$ cat config.mk
export PLATFORM = sky130hd
export DESIGN_NAME = strm_cfg_commit
export DESIGN_NICKNAME = d
export VERILOG_FILES = /design/src/rtl/strm_cfg_pkg.sv /design/src/rtl/strm_cfg_precheck.sv /design/src/rtl/strm_cfg_shadow_build.sv /design/src/rtl/strm_cfg_postcheck.sv /design/src/rtl/strm_cfg_bank.sv /design/src/rtl/strm_cfg_commit.sv
export SDC_FILE = /design/constraint.sdc
export NUM_CORES = 1
export LEC_CHECK = 0
export ABC_CLOCK_PERIOD_IN_PS = 2770
export BUFFER_PORTS_ARGS = -buffer_cell sky130_fd_sc_hd__buf_2
export CELL_PAD_IN_SITES_DETAIL_PLACEMENT = 1
export CELL_PAD_IN_SITES_GLOBAL_PLACEMENT = 1
export CORE_MARGIN = 3
export CORE_UTILIZATION = 30
export CTS_BUF_LIST = sky130_fd_sc_hd__clkbuf_2 sky130_fd_sc_hd__clkbuf_4 sky130_fd_sc_hd__clkbuf_8
export CTS_CLUSTER_DIAMETER = 150
export CTS_CLUSTER_SIZE = 25
export DETAILED_ROUTE_END_ITERATION = 16
export HOLD_SLACK_MARGIN = 0.1
export PLACE_DENSITY_LB_ADDON = 0.1
export RECOVER_POWER = 50
export SLEW_MARGIN = 10
export SYNTH_ARGS = -nofsm -noshare
export SYNTH_HDL_FRONTEND = slang
export SYNTH_SLANG_ARGS = --single-unit
$ cat constraint.sdc
create_clock -name clk -period 2.77 [get_ports clk]
set_input_delay 0.277 -clock clk [delete_from_list [all_inputs] [get_ports clk]]
set_output_delay 0.277 -clock clk [all_outputs]
set_load 0.005 [all_outputs]
$ cat src/rtl/strm_cfg_pkg.sv
package strm_cfg_pkg;

    // Request-source code layout
    localparam int CHAN_LSB   = 0;
    localparam int CHAN_W     = 3;
    localparam int OWNER_LSB  = 3;
    localparam int OWNER_W    = 6;
    localparam int MASK_LSB   = 10;

    // Register widths
    localparam int ADDR_W     = 32;
    localparam int CTRL_W     = 32;
    localparam int CNT_REG_W  = 16;
    localparam int FIFO_W     = 8;
    localparam int SIZE_W     = 2;
    localparam int CLS_W      = 2;

    // Control word fields
    localparam int CW_CHAN    = 25;
    localparam int CW_PRIO    = 16;
    localparam int CW_MSIZE   = 13;
    localparam int CW_PSIZE   = 11;
    localparam int CW_MINC    = 10;
    localparam int CW_PINC    = 9;
    localparam int CW_CIRC    = 8;
    localparam int CW_DIR     = 6;
    localparam int CW_TCIE    = 4;
    localparam int CW_TEIE    = 2;
    localparam logic [1:0] PRIO_LOW = 2'b00;

    // FIFO word fields
    localparam int FW_FIFO_EN = 2;
    localparam int FW_ERR_IE  = 7;

    // Request flag bits
    localparam int FL_SRC_INC = 0;
    localparam int FL_DST_INC = 1;
    localparam int FL_CIRC    = 2;
    localparam int FL_FIFO_EN = 3;
    localparam int FL_FERR_IE = 4;
    localparam int FL_TC_IE   = 5;
    localparam int FL_TE_IE   = 6;
    localparam int FLAG_W     = 7;

    localparam logic [CLS_W-1:0] CLS_MEM = 2'd0;
    localparam logic [CLS_W-1:0] CLS_PER = 2'd1;

    typedef enum logic [1:0] {
        DIR_P2M = 2'b00,
        DIR_M2P = 2'b01,
        DIR_M2M = 2'b10
    } dir_e;

    typedef enum logic [3:0] {
        ST_OK         = 4'd0,
        ST_BAD_STREAM = 4'd1,
        ST_BAD_COUNT  = 4'd2,
        ST_BAD_OWNER  = 4'd3,
        ST_BAD_SRC    = 4'd4,
        ST_BAD_DST    = 4'd5,
        ST_BAD_DIR    = 4'd6,
        ST_BAD_MODE   = 4'd7,
        ST_BAD_RATIO  = 4'd8,
        ST_BAD_SIZE   = 4'd9
    } status_e;

    typedef struct packed {
        logic [CTRL_W-1:0]    ctrl;
        logic [CNT_REG_W-1:0] count;
        logic [ADDR_W-1:0]    paddr;
        logic [ADDR_W-1:0]    maddr;
        logic [FIFO_W-1:0]    fifo;
    } stream_regs_t;

endpackage

$ cat src/rtl/strm_cfg_precheck.sv
module strm_cfg_precheck
    import strm_cfg_pkg::*;
#(
    parameter int NUM_STREAMS = 8,
    parameter int SIDX_W      = 3,
    parameter int CNT_W       = 17,
    parameter int MAX_XFER    = 65535,
    parameter logic [OWNER_W-1:0] M2M_OWNER = 6'd2
) (
    input  logic [NUM_STREAMS-1:0] allowed_mask,
    input  logic [OWNER_W-1:0]     req_owner,
    input  logic [SIDX_W-1:0]      stream,
    input  logic [OWNER_W-1:0]     ctrl_id,
    input  logic [CLS_W-1:0]       src_cls,
    input  logic [CLS_W-1:0]       dst_cls,
    input  logic [CNT_W-1:0]       count,
    output status_e                err
);

    localparam logic [CNT_W-1:0] COUNT_LIMIT = CNT_W'(MAX_XFER);

    logic stream_ok;
    logic count_ok;
    logic owner_ok;
    logic src_ok;
    logic dst_ok;
    logic dir_ok;

    always_comb begin
        stream_ok = allowed_mask[stream];
        count_ok  = (count <= COUNT_LIMIT);
        owner_ok  = (req_owner == ctrl_id);
        src_ok    = (src_cls == CLS_MEM) || (src_cls == CLS_PER);
        dst_ok    = (dst_cls == CLS_MEM) || (dst_cls == CLS_PER);
        if (dst_cls == CLS_MEM) begin
            dir_ok = (src_cls == CLS_PER) || (ctrl_id == M2M_OWNER);
        end else begin
            dir_ok = (src_cls == CLS_MEM);
        end
    end

    always_comb begin
        if (!stream_ok) begin
            err = ST_BAD_STREAM;
        end else if (!count_ok) begin
            err = ST_BAD_COUNT;
        end else if (!owner_ok) begin
            err = ST_BAD_OWNER;
        end else if (!src_ok) begin
            err = ST_BAD_SRC;
        end else if (!dst_ok) begin
            err = ST_BAD_DST;
        end else if (!dir_ok) begin
            err = ST_BAD_DIR;
        end else begin
            err = ST_OK;
        end
    end

endmodule

$ cat src/rtl/strm_cfg_shadow_build.sv
module strm_cfg_shadow_build
    import strm_cfg_pkg::*;
(
    input  logic [CHAN_W-1:0]    chan,
    input  logic [CLS_W-1:0]     src_cls,
    input  logic [CLS_W-1:0]     dst_cls,
    input  logic [ADDR_W-1:0]    src_addr,
    input  logic [ADDR_W-1:0]    dst_addr,
    input  logic [CNT_REG_W-1:0] count,
    input  logic [SIZE_W-1:0]    src_size,
    input  logic [SIZE_W-1:0]    dst_size,
    input  logic [FLAG_W-1:0]    flags,
    output stream_regs_t         shadow,
    output status_e              err
);

    logic              to_mem;
    dir_e              dir;
    logic [SIZE_W-1:0] per_size;
    logic [SIZE_W-1:0] mem_size;
    logic              per_inc;
    logic              mem_inc;
    logic [CTRL_W-1:0] ctrl;
    logic [FIFO_W-1:0] fifo;

    always_comb begin
        to_mem = (dst_cls == CLS_MEM);
        if (to_mem) begin
            dir = (src_cls == CLS_MEM) ? DIR_M2M : DIR_P2M;
        end else begin
            dir = DIR_M2P;
        end
        per_size = to_mem ? src_size : dst_size;
        mem_size = to_mem ? dst_size : src_size;
        per_inc  = to_mem ? flags[FL_SRC_INC] : flags[FL_DST_INC];
        mem_inc  = to_mem ? flags[FL_DST_INC] : flags[FL_SRC_INC];
    end

    always_comb begin
        ctrl                         = '0;
        ctrl[CW_CHAN +: CHAN_W]      = chan;
        ctrl[CW_PRIO +: 2]           = PRIO_LOW;
        ctrl[CW_MSIZE +: SIZE_W]     = mem_size;
        ctrl[CW_PSIZE +: SIZE_W]     = per_size;
        ctrl[CW_MINC]                = mem_inc;
        ctrl[CW_PINC]                = per_inc;
        ctrl[CW_CIRC]                = flags[FL_CIRC];
        ctrl[CW_DIR +: 2]            = dir;
        ctrl[CW_TCIE]                = flags[FL_TC_IE];
        ctrl[CW_TEIE]                = flags[FL_TE_IE];

        fifo                         = '0;
        fifo[FW_FIFO_EN]             = flags[FL_FIFO_EN];
        fifo[FW_ERR_IE]              = flags[FL_FERR_IE];

        shadow.ctrl  = ctrl;
        shadow.count = count;
        shadow.paddr = to_mem ? src_addr : dst_addr;
        shadow.maddr = to_mem ? dst_addr : src_addr;
        shadow.fifo  = fifo;

        err = ((dir == DIR_M2M) && flags[FL_CIRC]) ? ST_BAD_MODE : ST_OK;
    end

endmodule

$ cat src/rtl/strm_cfg_postcheck.sv
module strm_cfg_postcheck
    import strm_cfg_pkg::*;
(
    input  logic [SIZE_W-1:0]    mem_size,
    input  logic [SIZE_W-1:0]    per_size,
    input  logic [CNT_REG_W-1:0] count,
    input  logic                 fifo_on,
    output status_e              err
);

    logic [CNT_REG_W-1:0] ratio_mask;
    logic                 narrow_per;

    always_comb begin
        narrow_per = (per_size < mem_size);
        ratio_mask = (CNT_REG_W'(1) << (mem_size - per_size)) - CNT_REG_W'(1);
        if (narrow_per && ((count & ratio_mask) != '0)) begin
            err = ST_BAD_RATIO;
        end else if ((mem_size != per_size) && !fifo_on) begin
            err = ST_BAD_SIZE;
        end else begin
            err = ST_OK;
        end
    end

endmodule

$ cat src/rtl/strm_cfg_bank.sv
module strm_cfg_bank
    import strm_cfg_pkg::*;
#(
    parameter int NUM_STREAMS = 8,
    parameter int SIDX_W      = 3
) (
    input  logic              clk,
    input  logic              rst_n,
    input  logic              we,
    input  logic [SIDX_W-1:0] widx,
    input  stream_regs_t      wdata,
    input  logic [SIDX_W-1:0] ridx,
    output stream_regs_t      rdata
);

    stream_regs_t live [NUM_STREAMS];

    for (genvar g = 0; g < NUM_STREAMS; g++) begin : g_stream
        stream_regs_t q;
        always_ff @(posedge clk or negedge rst_n) begin
            if (!rst_n) begin
                q <= '0;
            end else if (we && (widx == SIDX_W'(g))) begin
                q <= wdata;
            end
        end
        assign live[g] = q;
    end

    assign rdata = live[ridx];

endmodule

$ cat src/rtl/strm_cfg_commit.sv
module strm_cfg_commit
    import strm_cfg_pkg::*;
#(
    parameter int NUM_STREAMS = 8,
    parameter int SIDX_W      = $clog2(NUM_STREAMS),
    parameter int CNT_W       = 17,
    parameter int MAX_XFER    = 65535,
    parameter logic [5:0] M2M_OWNER = 6'd2
) (
    input  logic                          clk,
    input  logic                          rst_n,
    input  logic                          req_valid,
    input  logic [MASK_LSB+NUM_STREAMS-1:0] req_src,
    input  logic [SIDX_W-1:0]             req_stream,
    input  logic [5:0]                    ctrl_id,
    input  logic [1:0]                    req_src_cls,
    input  logic [1:0]                    req_dst_cls,
    input  logic [31:0]                   req_src_addr,
    input  logic [31:0]                   req_dst_addr,
    input  logic [CNT_W-1:0]              req_count,
    input  logic [1:0]                    req_src_size,
    input  logic [1:0]                    req_dst_size,
    input  logic [6:0]                    req_flags,
    input  logic [NUM_STREAMS-1:0]        stream_en,
    output logic                          busy,
    output logic                          stop_req,
    output logic [SIDX_W-1:0]             stop_stream,
    output logic                          clr_flags,
    output logic                          done,
    output logic [3:0]                    status,
    input  logic [SIDX_W-1:0]             rd_stream,
    output logic [31:0]                   rd_ctrl,
    output logic [15:0]                   rd_count,
    output logic [31:0]                   rd_paddr,
    output logic [31:0]                   rd_maddr,
    output logic [7:0]                    rd_fifo
);

    typedef enum logic [2:0] {
        S_IDLE,
        S_PRECHK,
        S_HALT,
        S_CLEAR,
        S_BUILD,
        S_VERIFY,
        S_COMMIT,
        S_REPLY
    } state_e;

    state_e state_q;
    state_e state_d;

    // Latched request
    logic [NUM_STREAMS-1:0] mask_q;
    logic [OWNER_W-1:0]     owner_q;
    logic [CHAN_W-1:0]      chan_q;
    logic [SIDX_W-1:0]      stream_q;
    logic [OWNER_W-1:0]     ctrl_id_q;
    logic [CLS_W-1:0]       src_cls_q;
    logic [CLS_W-1:0]       dst_cls_q;
    logic [ADDR_W-1:0]      src_addr_q;
    logic [ADDR_W-1:0]      dst_addr_q;
    logic [CNT_W-1:0]       count_q;
    logic [SIZE_W-1:0]      src_size_q;
    logic [SIZE_W-1:0]      dst_size_q;
    logic [FLAG_W-1:0]      flags_q;

    status_e                err_q;
    stream_regs_t           shadow_q;

    status_e                pre_err;
    status_e                build_err;
    status_e                post_err;
    stream_regs_t           shadow_d;
    stream_regs_t           live_rd;

    logic                   accept;
    logic                   sel_en;
    logic                   bank_we;
    logic                   unused_bits;

    assign unused_bits = req_src[MASK_LSB-1];
    assign accept      = (state_q == S_IDLE) && req_valid;
    assign sel_en      = stream_en[stream_q];

    strm_cfg_precheck #(
        .NUM_STREAMS (NUM_STREAMS),
        .SIDX_W      (SIDX_W),
        .CNT_W       (CNT_W),
        .MAX_XFER    (MAX_XFER),
        .M2M_OWNER   (M2M_OWNER)
    ) u_precheck (
        .allowed_mask (mask_q),
        .req_owner    (owner_q),
        .stream       (stream_q),
        .ctrl_id      (ctrl_id_q),
        .src_cls      (src_cls_q),
        .dst_cls      (dst_cls_q),
        .count        (count_q),
        .err          (pre_err)
    );

    strm_cfg_shadow_build u_build (
        .chan     (chan_q),
        .src_cls  (src_cls_q),
        .dst_cls  (dst_cls_q),
        .src_addr (src_addr_q),
        .dst_addr (dst_addr_q),
        .count    (count_q[CNT_REG_W-1:0]),
        .src_size (src_size_q),
        .dst_size (dst_size_q),
        .flags    (flags_q),
        .shadow   (shadow_d),
        .err      (build_err)
    );

    strm_cfg_postcheck u_postcheck (
        .mem_size (shadow_q.ctrl[CW_MSIZE +: SIZE_W]),
        .per_size (shadow_q.ctrl[CW_PSIZE +: SIZE_W]),
        .count    (shadow_q.count),
        .fifo_on  (shadow_q.fifo[FW_FIFO_EN]),
        .err      (post_err)
    );

    strm_cfg_bank #(
        .NUM_STREAMS (NUM_STREAMS),
        .SIDX_W      (SIDX_W)
    ) u_bank (
        .clk   (clk),
        .rst_n (rst_n),
        .we    (bank_we),
        .widx  (stream_q),
        .wdata (shadow_q),
        .ridx  (rd_stream),
        .rdata (live_rd)
    );

    // State register
    always_ff @(posedge clk or negedge rst_n) begin
        if (!rst_n) begin
            state_q <= S_IDLE;
        end else begin
            state_q <= state_d;
        end
    end

    // Next-state logic
    always_comb begin
        state_d = state_q;
        unique case (state_q)
            S_IDLE:   if (req_valid) state_d = S_PRECHK;
            S_PRECHK: state_d = (pre_err != ST_OK) ? S_REPLY : S_HALT;
            S_HALT:   if (!sel_en) state_d = S_CLEAR;
            S_CLEAR:  state_d = S_BUILD;
            S_BUILD:  state_d = (build_err != ST_OK) ? S_REPLY : S_VERIFY;
            S_VERIFY: state_d = (post_err != ST_OK) ? S_REPLY : S_COMMIT;
            S_COMMIT: state_d = S_REPLY;
            S_REPLY:  state_d = S_IDLE;
            default:  state_d = S_IDLE;
        endcase
    end

    // Request capture, shadow and result
    always_ff @(posedge clk or negedge rst_n) begin
        if (!rst_n) begin
            mask_q     <= '0;
            owner_q    <= '0;
            chan_q     <= '0;
            stream_q   <= '0;
            ctrl_id_q  <= '0;
            src_cls_q  <= '0;
            dst_cls_q  <= '0;
            src_addr_q <= '0;
            dst_addr_q <= '0;
            count_q    <= '0;
            src_size_q <= '0;
            dst_size_q <= '0;
            flags_q    <= '0;
            err_q      <= ST_OK;
            shadow_q   <= '0;
        end else begin
            if (accept) begin
                mask_q     <= req_src[MASK_LSB +: NUM_STREAMS];
                owner_q    <= req_src[OWNER_LSB +: OWNER_W];
                chan_q     <= req_src[CHAN_LSB +: CHAN_W];
                stream_q   <= req_stream;
                ctrl_id_q  <= ctrl_id;
                src_cls_q  <= req_src_cls;
                dst_cls_q  <= req_dst_cls;
                src_addr_q <= req_src_addr;
                dst_addr_q <= req_dst_addr;
                count_q    <= req_count;
                src_size_q <= req_src_size;
                dst_size_q <= req_dst_size;
                flags_q    <= req_flags;
                err_q      <= ST_OK;
            end
            if ((state_q == S_PRECHK) && (pre_err != ST_OK)) begin
                err_q <= pre_err;
            end
            if (state_q == S_BUILD) begin
                shadow_q <= shadow_d;
                if (build_err != ST_OK) begin
                    err_q <= build_err;
                end
            end
            if ((state_q == S_VERIFY) && (post_err != ST_OK)) begin
                err_q <= post_err;
            end
        end
    end

    // Outputs
    always_comb begin
        busy        = (state_q != S_IDLE);
        stop_req    = (state_q == S_HALT);
        clr_flags   = (state_q == S_CLEAR);
        bank_we     = (state_q == S_COMMIT);
        done        = (state_q == S_REPLY);
        status      = done ? err_q : ST_OK;
        stop_stream = stream_q;
        rd_ctrl     = live_rd.ctrl;
        rd_count    = live_rd.count;
        rd_paddr    = live_rd.paddr;
        rd_maddr    = live_rd.maddr;
        rd_fifo     = live_rd.fifo;
    end

endmodule

==> results of run 1 <==
-- worst max-delay path, cell delays in order (launching register included) --
cell	delay [ps]
dfrtp_1	420
inv_2	90
ha_4	130
inv_2	40
fa_2	500
or2_4	280
ha_4	260
inv_2	30
a222oi_1	340
a311oi_2	170
buf_4	160
a311o_2	290
-- power by group --
part           switching, mW  internal, mW
sequential              4.97          20.9
combinational           7.29          10.1
clock                   4.53          1.69
-- registers in the layout (all words and copies together) (netlist names), 3 cells and up --
register           flops
state_q                3
u_bank.g_stream.q    768
chan_q                 3
dst_addr_q            32
src_addr_q            32
err_q                  4
ctrl_id_q              6
flags_q                7
stop_stream            3
count_q               17
shadow_q              96
mask_q                 8
owner_q                6
-- path summary, 6_finish.rpt --
| path | end | start | cells past startpoint |
|---|---|---|---|
| max in group asynchronous | u_bank.g_stream[0].q[48]$_DFFE_PN0P_ | rst_n | 3 |
| min reg2reg | u_bank.g_stream[2].q[101]$_DFFE_PN0P_ | u_bank.g_stream[2].q[101]$_DFFE_PN0P_ | 2 |
| max reg2reg | err_q[3]$_DFF_PN0_ | shadow_q[101]$_DFFE_PN0P_ | 11 |
| max | err_q[3]$_DFF_PN0_ | shadow_q[101]$_DFFE_PN0P_ | 11 |
| min in group asynchronous | u_bank.g_stream[5].q[17]$_DFFE_PN0P_ | rst_n | 3 |
| min | chan_q[0]$_DFFE_PN0P_ | req_src[0] | 3 |
-- logic make-up (layout without fill, tap and decap cells) --
group,Yosys count,after routing
compound gates,102,102
xor+xnor,6,6
fa+ha+maj,5,5
buf+inv,232,553
flops,993,993
mux,1270,1270
other cells,1,25
simple gates,144,144
-- cells in the mapped netlist (2+ instances only) --
cell type | n | share of area, %
nand3_1 | 6 | 0.069
and3_1 | 3 | 0.043
nor4_1 | 3 | 0.043
dfrtp_1 | 993 | 57
nand2_1 | 20 | 0.17
clkbuf_2 | 7 | 0.080
a211o_1 | 2 | 0.040
nor2_1 | 83 | 0.71
mux2_2 | 1001 | 26
xnor2_1 | 6 | 0.12
nor3b_2 | 2 | 0.057
a21oi_1 | 76 | 0.87
nor3_1 | 3 | 0.034
buf_2 | 81 | 0.93
mux4_2 | 192 | 9.9
o21ai_0 | 12 | 0.14
nand4_1 | 2 | 0.029
a311o_2 | 2 | 0.051
buf_6 | 5 | 0.13
mux4_1 | 2 | 0.12
and2_1 | 5 | 0.071
buf_1 | 14 | 0.12
ha_1 | 4 | 0.11
a311oi_1 | 3 | 0.060
buf_4 | 34 | 0.58
or2_2 | 2 | 0.029
clkbuf_1 | 78 | 0.67
nand2b_1 | 3 | 0.043
nand3b_1 | 4 | 0.069
mux2i_1 | 75 | 1.7
inv_1 | 12 | 0.10
-- metal layers --
| layer | global-route usage [%] | vias up |
|---|---|---|
| met5 | 0 | - |
| met4 | 3.48 | 2 |
| met3 | 2.00 | 111 |
| met2 | 28.3 | 262 |
| met1 | 22.3 | 13600 |
| li1 | - | 10700 |
-- area by class of cell --
type / count / area (µm²)
antenna: 1 / 2.50
inverter: 12 / 45.0
timing repair buffer: 490 / 3920
sequential: 993 / 24800
fill: 14700 / 94300
tap: 1903 / 2380
multi-input combinational: 1551 / 17900
clock buffer: 49 / 668
clock inverter: 2 / 37.5
-- metrics by stage --
| stage | util (%) | setup slack [ps] | instances | hold WS, ps | cell area [µm²] |
|---|---|---|---|---|---|
| floorplan | - | 16.7 | 2776 | -18.6 | 43900 |
| global placement | 33.3 | -93.7 | 4818 | 333 | 48000 |
| detailed placement | 33.3 | -67.1 | 4818 | 331 | 48000 |
| CTS | 34.7 | 0.236 | 4998 | 138 | 50000 |
| global route | 34.6 | -142 | 5001 | 172 | 49800 |
| finish | 34.6 | -28.8 | 5001 | 258 | 49800 |
-- repair_timing --
item / CTS / global route
gates resized for setup: 1 / 7
setup endpoints to repair: 4 / 4
pin swaps: 3 / 6
hold buffers: 129 / 0
setup buffers: 0 / 2
endpoints found under the hold margin: 1041 / 0
==> flow_metrics.env, run 1 <==
export IMPL_clkTransAtPathRegs_ps=170
export IMPL_period_minus_slack_ps=2800
export IMPL_drive_above_1_share_pct=52.0
export IMPL_dr_pass1_iters=4
export IMPL_setup_ws_ps=-28.8
export IMPL_antenna_found_initial=8
export IMPL_met2_length_um=61800
export IMPL_max_clock_freq_mhz=357
export IMPL_layout_common_cells="1001 x mux2_2, 993 x dfrtp_1, 239 x buf_2"
export IMPL_synth_compound_area_share_pct=1.33
export IMPL_clk_latency_ps=770
export IMPL_grt_pass1_vias=28500
export IMPL_hp_class="in -> reg"
export IMPL_dp_hpwl_um=79800
export IMPL_powerDensity_nw_per_um2=992
export IMPL_ys_seq_area_share_pct=56.8
export IMPL_fin_skew_ps=24.7
export IMPL_wl_met3_um=3410
export IMPL_synth_edf_count=0
export IMPL_layout_commonest_cell="mux2_2"
export IMPL_top_layer="met5"
export IMPL_synth_cell_types=49
export IMPL_critPathCaptureType="register"
export IMPL_setup_violations=2
export IMPL_synth_simple_area_share_pct=1.54
export IMPL_grt_pass1_wl_um=188000
export IMPL_die_height_um=388
export IMPL_grt_max_degree=108
export IMPL_synth_seq_cells=993
export IMPL_async_flop_share_pct=100
export IMPL_ctsRootBufferMaster="clkbuf_8"
export IMPL_die_area_um2=151000
export IMPL_die_w_um=388
export IMPL_h_tree_depth=2
export IMPL_wl_per_cell_um=24.8
export IMPL_finalPower_mw=49.5
export IMPL_regToRegSetupSlack_ps=-30
export IMPL_io_pins=268
export IMPL_synth_top_family_by_area="multiplexers"
export IMPL_slew_headroom_pct=0.216
export IMPL_fin_setup_tns_ps=-34.2
export IMPL_fin_nets=3235
export IMPL_critPathLaunchType="register"
export IMPL_io_buffers=242
export IMPL_ant_nets=0
export IMPL_vias=24600
export IMPL_synth_mux_area_share_pct=37.5
export IMPL_ir_drop_mv=0.416
export IMPL_synth_main_ff_cell="dfrtp_1"
export IMPL_synth_xor_area_share_pct=0.120
export IMPL_synth_area_um2=43800
export IMPL_viasPerCell=4.93
export IMPL_wl_met1_um=56100
export IMPL_clk_path_buf_depth=3
export IMPL_critPathArrivalTime_ps=3470
export IMPL_totalWireLength_um=124000
export IMPL_synth_adder_area_share_pct=0.160
export IMPL_cts_buffers=45
export IMPL_overflow=0
export IMPL_crit_fanout=4
export IMPL_avgSynthCellArea_um2=15.9
export IMPL_hold_violations=0
export IMPL_violations="negative setup slack"
export IMPL_num_rows=139
export IMPL_start_util_pct=30.4
export IMPL_rsz0062_at_grt="true"
export IMPL_drc=0
export IMPL_drv_cap=0
export IMPL_area_growth_pct=13.8
export IMPL_cts_sinks=993
export IMPL_status="finished, violations left"
export IMPL_p_leak_nw=22.3
export IMPL_drt_initial_drc_count=1035
export IMPL_period_share_pct=101
export IMPL_worstMarginPinSlew_ps=1500
export IMPL_gp_congestion=0.734
export IMPL_ys_warn_count=0
export IMPL_slew_viol_final=0
export IMPL_syn_inst=2753
export IMPL_coreArea_um2=144000
export IMPL_criticalPathCategory="reg -> reg"
export IMPL_grt_util_all_layers_pct=16.4
export IMPL_worstPathRequired_ps=3440
export IMPL_cts_tree="yes"
Power figures use the tool's default switching activity.
==> run 2: changes to the inputs <==
Settings changed: CORE_ASPECT_RATIO set to 0.9, HOLD_SLACK_MARGIN 0.1 to 0.02, SKIP_LAST_GASP set to 1.
==> run 2 against run 1 <==
The flow finishes with violations (max-capacitance violations, max-slew violations). Non-clock buffer count up 2. Final cell count up 0.86%. Clock power down 2%. Wire length up 0.95%. First-iteration DRC count up 3.8%. Sequential power about the same. Critical path depth down 1. Hold slack worse by 88 ps. Clock-buffer cell count down 2. Register-to-register slack better by 60 ps. Sequential share of layout area down 0.25 points. Sequential cell count unchanged.
==> flow_metrics.env, run 2 (synthesis results as in run 1) <==
export IMPL_power_internal_mw=32.6
export IMPL_max_clock_freq_mhz=365
export IMPL_slowest_delay_ps=460
export IMPL_crit_fanout=4
export IMPL_critPathLaunchType="register"
export IMPL_viasPerCell=4.88
export IMPL_fin_skew_ps=32.9
export IMPL_io_buffers=242
export IMPL_slew_headroom_pct=-38.9
export IMPL_worstPathRequired_ps=3450
export IMPL_dp_hpwl_um=80400
export IMPL_grt_max_degree=99
export IMPL_num_rows=132
export IMPL_cp_slowest_cell="fa_2"
export IMPL_dr_pass1_iters=5
export IMPL_timing_critical_path_cells="ha_4 -> inv_2 -> fa_2 -> or2_4 -> ha_4 -> inv_2 -> a222oi_1 -> a311oi_2 -> buf_4 -> a311o_2"
export IMPL_layout_common_cells="1001 x mux2_2, 993 x dfrtp_1, 238 x buf_2"
export IMPL_grt_busiest_layer="met2"
export IMPL_cts_sinks=993
export IMPL_clkPwrFrac_pct=12.2
export IMPL_switching_power_mw=17.0
export IMPL_pwr_share_seq_pct=52.1
export IMPL_powerDensity_nw_per_um2=990
export IMPL_ant_nets=0
export IMPL_start_util_pct=30.3
export IMPL_worstMarginPinSlew_ps=2080
export IMPL_layout_commonest_cell="mux2_2"
export IMPL_p_comb_share_pct=35.6
export IMPL_cts_buffers=45
export IMPL_drive_above_1_share_pct=52.5
export IMPL_num_fill_cells=14700
export IMPL_hold_violations=0
export IMPL_rsz0062_at_grt="true"
export IMPL_min_from="stream_en[3]"
export IMPL_clk_latency_ps=770
export IMPL_die_area_um2=151000
export IMPL_drc=0
export IMPL_p_leak_nw=22.4
export IMPL_cts_tree="yes"
export IMPL_dpl_cell_area_um2=48300
export IMPL_period_minus_slack_ps=2740
export IMPL_fin_nets=3237
export IMPL_status="finished, violations left"
export IMPL_ctsRootBufferMaster="clkbuf_8"
export IMPL_largest_reg_flops=768
export IMPL_place_ws_ps=-135
export IMPL_h_tree_depth=2
export IMPL_setup_violations=0
export IMPL_clk_path_buf_depth=3
export IMPL_clkTransAtPathRegs_ps=170
export IMPL_finalPower_mw=49.6
export IMPL_hp_class="in -> reg"
export IMPL_gp_congestion=0.732
export IMPL_largest_register="u_bank.g_stream.q"
export IMPL_antenna_found_initial=5
export IMPL_met2_usage_pct=28.3
export IMPL_critPathArrivalTime_ps=3420
export IMPL_die_w_um=409
export IMPL_setup_ws_ps=28.4
export IMPL_criticalPathCategory="reg -> reg"
export IMPL_area_growth_pct=14.4
export IMPL_wl_per_cell_um=24.8
export IMPL_overflow=0
export IMPL_critPathCaptureType="register"
export IMPL_p_sw_share_pct=34.2
export IMPL_io_pins=268
export IMPL_period_share_pct=99.0
export IMPL_reg_largest_list="u_bank.g_stream.q: 768 flops, shadow_q: 96 flops"
export IMPL_die_height_um=368
export IMPL_grt_pass1_wl_um=190000
export IMPL_grt_pass1_vias=28300
export IMPL_grtUsageMet1_pct=23.1
export IMPL_vias=24600
export IMPL_use_met3_pct=1.69
export IMPL_totalWireLength_um=125000
export IMPL_final_area_um2=50100
export IMPL_crit_start="shadow_q[99]$_DFFE_PN0P_"
export IMPL_slew_viol_final=59
export IMPL_drv_cap=1
export IMPL_rr_startpoint="shadow_q[99]$_DFFE_PN0P_"
export IMPL_violations="max-capacitance violations, max-slew violations"
export IMPL_grt_util_all_layers_pct=16.7
export IMPL_drt_initial_drc_count=1074
export IMPL_ir_drop_mv=0.462
export IMPL_coreArea_um2=144000
[run 2: changes by cell type in the layout (fill, tap and decap cells not counted), moves of 3 or more]
cell	change
clkbuf_2	+5
dlygate4sd3_1	-3
diode_2	+3
buf_4	-10
buf_6	+5
clkbuf_1	-11
buf_12	+14
[run 2: metal layers]
metal  wire [µm]  vias to the layer above  part of all wire [%]
met4        2360                        0                   1.9
met1       58800                    13600                    47
met3        2700                      103                   2.2
li1            -                    10700                     -
met5           0                        -                     0
met2       61200                      284                    49
[run 2: area by class of cell]
cell class | count | area, µm² | share of cell area, %
sequential | 993 | 24800 | 49.6
multi-input combinational | 1551 | 17900 | 35.8
timing repair buffer | 492 | 4150 | 8.29
tap | 1943 | 2430 | 4.85
clock buffer | 47 | 647 | 1.29
inverter | 12 | 45.0 | 0.0899
clock inverter | 2 | 16.3 | 0.0325
antenna | 4 | 10.0 | 0.0200
[run 2: repair_timing]
action	CTS	global route
hold endpoints to repair	486	0
resized for setup	6	2
hold buffers	125	0
setup endpoints to repair	4	5
pin swaps	7	1
buffers inserted	4	1
cloned	0	0
[run 2: power by group through the flow]
stage | sequential [mW] | combinational [mW] | clock, mW
floorplan | 23.9 | 12.5 | 0
global placement | 25.5 | 17.3 | 0
detailed placement | 26.2 | 17.8 | 0
CTS | 25.9 | 18.2 | 6.56
global route | 26.8 | 19.3 | 7.06
finish | 25.8 | 17.7 | 6.07
[run 2: metrics by stage]
stage	hold slack (ps)	TNS, ps	cells	utilization, %
after global routing	112	-5700	5041	34.7
final	170	0	5044	34.7
after detailed placement	347	-334	4861	33.5
after CTS	48.7	0	5039	34.8
after floorplan	-18.6	0	2776	-
after global placement	342	-411	4861	33.5
[run 2: critical path: cells and delay by family, from the launching register on]
kind	cells	cell delay (ps)
AOI/OAI and AO/OA	3	800
adders and majority gates	3	890
buffers and inverters	3	240
DFF	1	450
and+or+nand+nor	1	280
[run 2: path summary, 6_finish.rpt]
kind,end,slack (ps),cells past startpoint
worst max-delay path,err_q[3]$_DFF_PN0_,30,10
worst min-delay path,state_q[0]$_DFFE_PN0P_,170,5
worst max register to register,err_q[3]$_DFF_PN0_,30,10
worst min register to register,u_bank.g_stream[2].q[100]$_DFFE_PN0P_,510,2
max in group asynchronous,u_bank.g_stream[3].q[46]$_DFFE_PN0P_,300,3
min in group asynchronous,u_bank.g_stream[3].q[21]$_DFFE_PN0P_,650,2
